### src/rtl/usb_fs_line_pkg.sv
package usb_fs_line_pkg;

  typedef enum logic [1:0] {
    MODE_DISC = 2'b00,
    MODE_FS   = 2'b01,
    MODE_PK2  = 2'b10,
    MODE_PK3  = 2'b11
  } line_mode_e;

  typedef enum logic [1:0] {
    LS_SE0 = 2'b00,
    LS_K   = 2'b01,
    LS_J   = 2'b10,
    LS_SE1 = 2'b11
  } line_state_e;

  function automatic line_state_e decode_line(input logic dp, input logic dm);
    return line_state_e'({dp, dm});
  endfunction

endpackage

### src/rtl/usb_fs_mode_ctl.sv
module usb_fs_mode_ctl
  import usb_fs_line_pkg::*;
(
  input  logic       clk_i,
  input  logic       rst_ni,
  input  logic [1:0] mode_i,
  output logic       mode_act_o,
  output logic       pullup_en_o
);

  line_mode_e mode;
  logic       pullup_q;

  assign mode       = line_mode_e'(mode_i);
  assign mode_act_o = (mode == MODE_DISC) || (mode == MODE_FS);

  always_ff @(posedge clk_i or negedge rst_ni) begin
    if (!rst_ni) pullup_q <= 1'b0;
    else         pullup_q <= (mode == MODE_FS);
  end

  assign pullup_en_o = pullup_q;

  a_r8_pullup: assert property (@(posedge clk_i) disable iff (!rst_ni)
    $past(rst_ni) |-> (pullup_en_o == ($past(mode_i) == 2'b01)));

endmodule

### src/rtl/usb_fs_tx_drv.sv
module usb_fs_tx_drv (
  input  logic mode_act_i,
  input  logic oe_ni,
  input  logic se0_force_i,
  input  logic tx_data_i,
  output logic drive_en_o,
  output logic drive_dp_o,
  output logic drive_dm_o
);

  always_comb begin
    drive_en_o = mode_act_i && !oe_ni;
    drive_dp_o = 1'b0;
    drive_dm_o = 1'b0;
    if (drive_en_o && !se0_force_i) begin
      drive_dp_o = tx_data_i;
      drive_dm_o = !tx_data_i;
    end
  end

endmodule

### src/rtl/usb_fs_rx_line.sv
module usb_fs_rx_line
  import usb_fs_line_pkg::*;
(
  input  logic clk_i,
  input  logic rst_ni,
  input  logic suspend_i,
  input  logic line_dp_i,
  input  logic line_dm_i,
  output logic se_dp_o,
  output logic se_dm_o,
  output logic rcv_o
);

  line_state_e ls;
  logic        held_q;
  logic        diff_val;

  assign ls      = decode_line(line_dp_i, line_dm_i);
  assign se_dp_o = line_dp_i;
  assign se_dm_o = line_dm_i;

  // J/K passes straight through; SE0/SE1 falls back to the held value
  always_comb begin
    unique case (ls)
      LS_J:    diff_val = 1'b1;
      LS_K:    diff_val = 1'b0;
      default: diff_val = held_q;
    endcase
  end

  always_ff @(posedge clk_i or negedge rst_ni) begin
    if (!rst_ni) held_q <= 1'b0;
    else if (!suspend_i && (ls == LS_J || ls == LS_K)) held_q <= (ls == LS_J);
  end

  assign rcv_o = suspend_i ? 1'b0 : diff_val;

  a_r7_suspend_low: assert property (@(posedge clk_i) disable iff (!rst_ni)
    suspend_i |-> !rcv_o);

  a_r6_hold_se0: assert property (@(posedge clk_i) disable iff (!rst_ni)
    ($past(rst_ni) && !suspend_i && !$past(suspend_i) && (line_dp_i == line_dm_i))
      |-> (rcv_o == $past(rcv_o)));

  a_r5_jk_follow: assert property (@(posedge clk_i) disable iff (!rst_ni)
    (!suspend_i && (line_dp_i != line_dm_i)) |-> (rcv_o == line_dp_i));

endmodule

### src/rtl/usb_fs_line_if.sv
module usb_fs_line_if (
  input  logic       clk_i,
  input  logic       rst_ni,
  input  logic [1:0] mode_i,
  input  logic       suspend_i,
  input  logic       oe_ni,
  input  logic       se0_force_i,
  input  logic       tx_data_i,
  input  logic       line_dp_i,
  input  logic       line_dm_i,
  output logic       drive_en_o,
  output logic       drive_dp_o,
  output logic       drive_dm_o,
  output logic       pullup_en_o,
  output logic       se_dp_o,
  output logic       se_dm_o,
  output logic       rcv_o
);

  logic mode_act;

  usb_fs_mode_ctl u_mode (
    .clk_i       (clk_i),
    .rst_ni      (rst_ni),
    .mode_i      (mode_i),
    .mode_act_o  (mode_act),
    .pullup_en_o (pullup_en_o)
  );

  usb_fs_tx_drv u_tx (
    .mode_act_i  (mode_act),
    .oe_ni       (oe_ni),
    .se0_force_i (se0_force_i),
    .tx_data_i   (tx_data_i),
    .drive_en_o  (drive_en_o),
    .drive_dp_o  (drive_dp_o),
    .drive_dm_o  (drive_dm_o)
  );

  usb_fs_rx_line u_rx (
    .clk_i     (clk_i),
    .rst_ni    (rst_ni),
    .suspend_i (suspend_i),
    .line_dp_i (line_dp_i),
    .line_dm_i (line_dm_i),
    .se_dp_o   (se_dp_o),
    .se_dm_o   (se_dm_o),
    .rcv_o     (rcv_o)
  );

  a_r1_release: assert property (@(posedge clk_i) disable iff (!rst_ni)
    (oe_ni || mode_i[1]) |-> (!drive_en_o && !drive_dp_o && !drive_dm_o));

  a_r2_force_se0: assert property (@(posedge clk_i) disable iff (!rst_ni)
    (drive_en_o && se0_force_i) |-> (!drive_dp_o && !drive_dm_o));

  a_r3_jk_drive: assert property (@(posedge clk_i) disable iff (!rst_ni)
    (drive_en_o && !se0_force_i) |-> (drive_dp_o == tx_data_i && drive_dm_o == !tx_data_i));

endmodule

### config.mk
export PLATFORM = sky130hd
export DESIGN_NAME = usb_fs_line_if
export DESIGN_NICKNAME = d
export VERILOG_FILES = /design/src/rtl/usb_fs_line_pkg.sv /design/src/rtl/usb_fs_mode_ctl.sv /design/src/rtl/usb_fs_tx_drv.sv /design/src/rtl/usb_fs_rx_line.sv /design/src/rtl/usb_fs_line_if.sv
export SDC_FILE = /design/constraint.sdc
export NUM_CORES = 1
export LEC_CHECK = 0
export ABC_AREA = 1
export BUFFER_PORTS_ARGS = -buffer_cell sky130_fd_sc_hd__clkbuf_2
export CORE_AREA = 5 5 42 44
export DETAILED_ROUTE_END_ITERATION = 7
export DIE_AREA = 0 0 47 49
export PLACE_DENSITY = 0.33
export SLEW_MARGIN = 40
export SYNTH_ARGS = -nofsm -noshare
export SYNTH_HDL_FRONTEND = slang
export SYNTH_HIERARCHICAL = 1
export SYNTH_SLANG_ARGS = --single-unit
### constraint.sdc
create_clock -name clk_i -period 1 [get_ports clk_i]
set_input_delay 0.05 -clock clk_i [delete_from_list [all_inputs] [get_ports clk_i]]
set_output_delay 0.05 -clock clk_i [all_outputs]
set_load 0.01 [all_outputs]
Word level (Yosys, flattened, before mapping)
Cells that the tools add are included.
{"block": "word_totals", "reg_bits": 2, "in_bits": 10, "out_inout_bits": 7, "elab_cells": 19}
{"block": "op_classes", "n_eq_ne": 3, "n_mux": 4, "n_reduce_logical": 10}
{"cell": "equality test 2 x 1 -> 1 bit, second input constant", "count": 2}
{"cell": "zero test 1 bit", "count": 4}
{"cell": "logical AND 1 bit", "count": 3}
{"cell": "2-to-1 mux 1 bit", "count": 3}
{"cell": "equality test 2 bit, second input constant", "count": 1}
{"cell": "zero test 2 bit", "count": 1}
{"cell": "logical OR 1 bit", "count": 2}
{"cell": "one-hot mux 1 bit (2 select lines)", "count": 1}

Logic depth before layout (Yosys ltp)
{"block": "depth", "word_depth": 5, "mapped_depth": 5, "ltp_nobuf": 5}

Hierarchy
The synthesis kept the hierarchy.
{"mod": "usb_fs_rx_line", "n_inst": 1, "cells_per_inst": 12, "area_per_inst_um2": 85.1, "seq_area_each_um2": 25.0}
{"mod": "usb_fs_mode_ctl", "n_inst": 1, "cells_per_inst": 4, "area_per_inst_um2": 38.8, "seq_area_each_um2": 25.0}
{"mod": "usb_fs_tx_drv", "n_inst": 1, "cells_per_inst": 8, "area_per_inst_um2": 36.3, "seq_area_each_um2": 0.0}

Worst setup path before layout
Ideal clock, no wire load.
{"block": "synth_path", "path_kind": "input -> register", "start": "input line_dm_i", "end": "register u_rx.held_q", "setup_ns": 0.123, "t_arrival_ns": 0.560, "required_ns": 0.877, "slack_ns": 0.317, "cell_stages": 4, "path_buffers": 0, "path_cell_list": "inv_1 ha_1 o21ai_0 nand2_1"}
{"block": "synth_via", "elab_chain_len": 3}
{"element": "start: declaration", "line_no": "usb_fs_line_if.sv:10", "rtl": "input logic line_dm_i,"}
{"element": "equality test 2 bit / equality test 2 x 1 -> 1 bit (equally long branches)", "line_no": "usb_fs_rx_line.sv:33", "rtl": "else if (!suspend_i && (ls == LS_J || ls == LS_K)) held_q <= (ls == LS_J);"}
{"element": "logical OR 1 bit", "line_no": "usb_fs_rx_line.sv:33"}
{"element": "logical AND 1 bit", "line_no": "usb_fs_rx_line.sv:33"}
{"element": "end signal: assignment", "line_no": "usb_fs_rx_line.sv:33"}
{"element": "end: declaration", "line_no": "usb_fs_rx_line.sv:15", "rtl": "logic held_q;"}
Parallel ways exist; a longest one is shown, timed or not.
A chain may end at the register's enable or synchronous reset.

Worst setup path after layout
{"block": "layout_path", "start": "input line_dm_i", "end": "output rcv_o"}
{"block": "layout_via", "elab_chain_len": 3}
{"element": "equality test 2 x 1 -> 1 bit / equality test 2 bit (equally long branches)", "line_no": "usb_fs_rx_line.sv:24", "rtl": "unique case (ls)"}
{"element": "one-hot mux 1 bit (2 select lines) (*)", "line_no": "usb_fs_rx_line.sv:24"}
{"element": "2-to-1 mux 1 bit (*)", "line_no": "usb_fs_rx_line.sv:36", "rtl": "assign rcv_o = suspend_i ? 1'b0 : diff_val;"}
{"element": "end: declaration", "line_no": "usb_fs_line_if.sv:17", "rtl": "output logic rcv_o"}
Every way passes the cells marked *; elsewhere a longest branch is shown, timed or not.

==> summary.md <==
| Metric | Value |
|---|---|
| Worst path required time | ~0.95 ns |
| Max Slew Vio Count | 0 |
| Hold Path Class | in -> reg |
| Vias in the first global route | 178 |
| Vias/cell | 3.41 |
| Cell count after placement | 54 |
| Post-Synth XOR/XNOR Area | 0 |
| R2r worst-path depth | 2 |
| Simple-Gate Fraction of Synth Area | 0.297 |
| Initial antenna violation count | 0 |
| Initial Util | 0.114 |
| TritonCTS clock tree | done |
| Clk sinks | 2 |
| Final WS setup | roughly 0.12 ns |
| Maximum vdd drop | 0.478 mV |
| Largest family of logic cells by synthesized area | simple AND/OR/NAND/NOR gates |
| Area delta synth->final | 79.7% |
| DP Wirelength | 359 microns |
| Synth cell types | 10 |
| Setup violators final | 0 |
| CTS root buffer | clkbuf_4 |
| Least-Margin Pin Slew | between 0.1 and 0.15 ns |
| DR vias | 201 |
| Crit path to | rcv_o |
| Final estimated routing congestion in global placement | roughly 0.56 |
| Clk slew on worst S/H paths | about 0.03 ns |
| Die H | 49 microns |
| Ports | 17 |
| CTS max path bufs | 2 |
| WL final | a little over 400 microns |
| Power Density | about 1200 mW/mm^2 |
| CP max FO | 3 |
| Initial DRC count | 3 |
| Die Wd | 47 microns |
| CTS Hold Bufs | 2 |
| Synthesis Warnings | 6 |
| Clk_skew | 0 ns |
| Minimum clock period | 0.881 ns |
| Final antenna-violating net count | 0 |
| CP Launch Type | primary input |
| Final period util | 0.881 |
| Residual DRC count | 0 |
| Post-synthesis mux area share | 0 |
| Final cell count without fillers | 59 |
| Reg2Reg Setup Slack | 0.39 ns |
| Post-synthesis compound-gate area fraction | 0.0313 |
| Clk_lat worst skew | 0.22 ns |
| CP cell instances | clkbuf_2 > inv_1 > ha_1 > nor2_1 > nand2_1 > nand2_1 > clkbuf_2 |
| Max_slew headroom | 0.914 |
| Core area | 0.00140 sq mm |
| Routed wire per std cell | 6.83 microns |
| Crit-path max cell delay | 0.30 ns |
| First-pass DRT Iterations | 4 |
| MaxCap Viol Count | 0 |
| Die Area | 0.00230 sq mm |
| TritonCTS Buffers | 3 |
| Mapped Area | 160 sq um |
| # rows | 14 |
| FF-to-FF Start | u_rx/held_q$_DFFE_PN0P_ |
| Crit end category | output pin |
| Crit path DAT | around 0.83 ns |
| Post-Synth Adder-Cell Area | 0.0781 |
| Syn_area_per_cell | roughly 6.7 sq um |
| Fmax | around 1.1 GHz |
| Post-CTS sizing | 0 |
| First-pass GRT wire length | about 630 microns |
| Total global-route track usage | 0.0423 |
| Mapped Cells | 24 |
| Mapped Nets | 35 |
| RSZ-0062 raised after global routing | false |
| Final core utilization | 0.205 |
| Post-CTS setup buffers | 0 |
| IO Port Bufs | 16 |
| Worst path slowest cell | ha_1 |
| Largest net degree at the start of global routing | 4 |
| NumNets Final | 56 |
| Final Hold Fails | 0 |
| Grt ovf | 0 |
| Number of diodes | 0 |
| WS Path Type | in -> out |
| Critical Path Start | line_dm_i |
| Share of cells above drive strength 1 | 0.488 |
| Critical register-to-register path endpoint | u_rx/held_q$_DFFE_PN0P_ |
| Sequential fraction of the synthesis area | 0.313 |
| Pre-CTS WS | around 0.12 ns |
| CTS H-tree lvls | 1 |
| Lkg Pwr | 0.000194 uW |
| Synth Register Bits | 2 |
| Status | finished clean |
| Total Neg Setup Slack | 0 ns |
[worst max-delay path, delay by kind of cell]
| family | cells | cell delay (ns) |
|---|---|---|
| adder cells (fa/ha/maj) | 1 | 0.30 |
| buffers and inverters | 3 | 0.23 |
| AND/OR/NAND/NOR | 3 | 0.24 |
[registers in the layout, indices dropped and copies added, names as in the netlist]
signal and count:
u_mode/pullup_en_o 1, u_rx/held_q 1
[worst min path at each step]
stage | start | to | cells past startpoint
2_1_floorplan | rst_ni | u_mode/pullup_en_o$_DFF_PN0_ | 0
3_3_place_gp | rst_ni | u_mode/pullup_en_o$_DFF_PN0_ | 1
3_5_place_dp | rst_ni | u_mode/pullup_en_o$_DFF_PN0_ | 1
4_1_cts | mode_i[0] | u_mode/pullup_en_o$_DFF_PN0_ | 3
5_1_grt | mode_i[0] | u_mode/pullup_en_o$_DFF_PN0_ | 3
6_report | mode_i[0] | u_mode/pullup_en_o$_DFF_PN0_ | 3
[cell families (layout without fill, tap and decap cells)]
family | Yosys count | count (layout)
simple gates | 10 | 10
buf+inv | 10 | 29
flops | 2 | 2
fa+ha+maj | 1 | 1
compound gates | 1 | 1
[power breakdown]
part	internal, uW	switching [uW]	total [uW]
clock network	132	42.4	174
logic	38.3	37.7	76.0
registers	89.1	2.56	91.7
[metrics by stage]
| step | cell area [sq um] | power [uW] | hold WS [ns] |
|---|---|---|---|
| after floorplan | 160 | 131 | -0.246 |
| after global placement | 245 | 164 | -0.160 |
| after detailed placement | 245 | 164 | -0.157 |
| after CTS | 288 | 358 | 0.0212 |
| after global routing | 288 | 374 | 0.0263 |
| final | 288 | 342 | 0.0276 |
[cells in the final DEF (no fill, tap or decap), drive strengths merged]
cell type    synthesis  routed
nor2                 5       5
o21ai                1       1
clkbuf               0      19
ha                   1       1
dfrtp                2       2
nand2                3       3
dlygate4sd3          0       2
nand3                2       2
inv                  8       8
[per-layer routing]
layer	vias up	global-route usage	routed length [microns]
met1	81	0.0396	134
met5	-	0	0
met3	0	0.0332	83
met2	14	0.0543	186
li1	106	-	-
met4	0	0.0415	0
[cell usage after synthesis]
library cell	number	area share
nand3_2	1	0.063
dfrtp_1	2	0.31
ha_1	1	0.078
nand2_1	3	0.070
nor2_1	4	0.094
o21ai_0	1	0.031
buf_4	2	0.094
nand3_1	1	0.031
nor2_2	1	0.039
inv_1	8	0.19
[cell type report]
class                      count  area (sq um)
fill                         167          1110
inverter                       8          30.0
multi-input combinational     12          65.1
clock buffer                   3          22.5
timing repair buffer          18           100
tap                           16          20.0
sequential                     2          50.0
(Power assumes the default switching activity.)
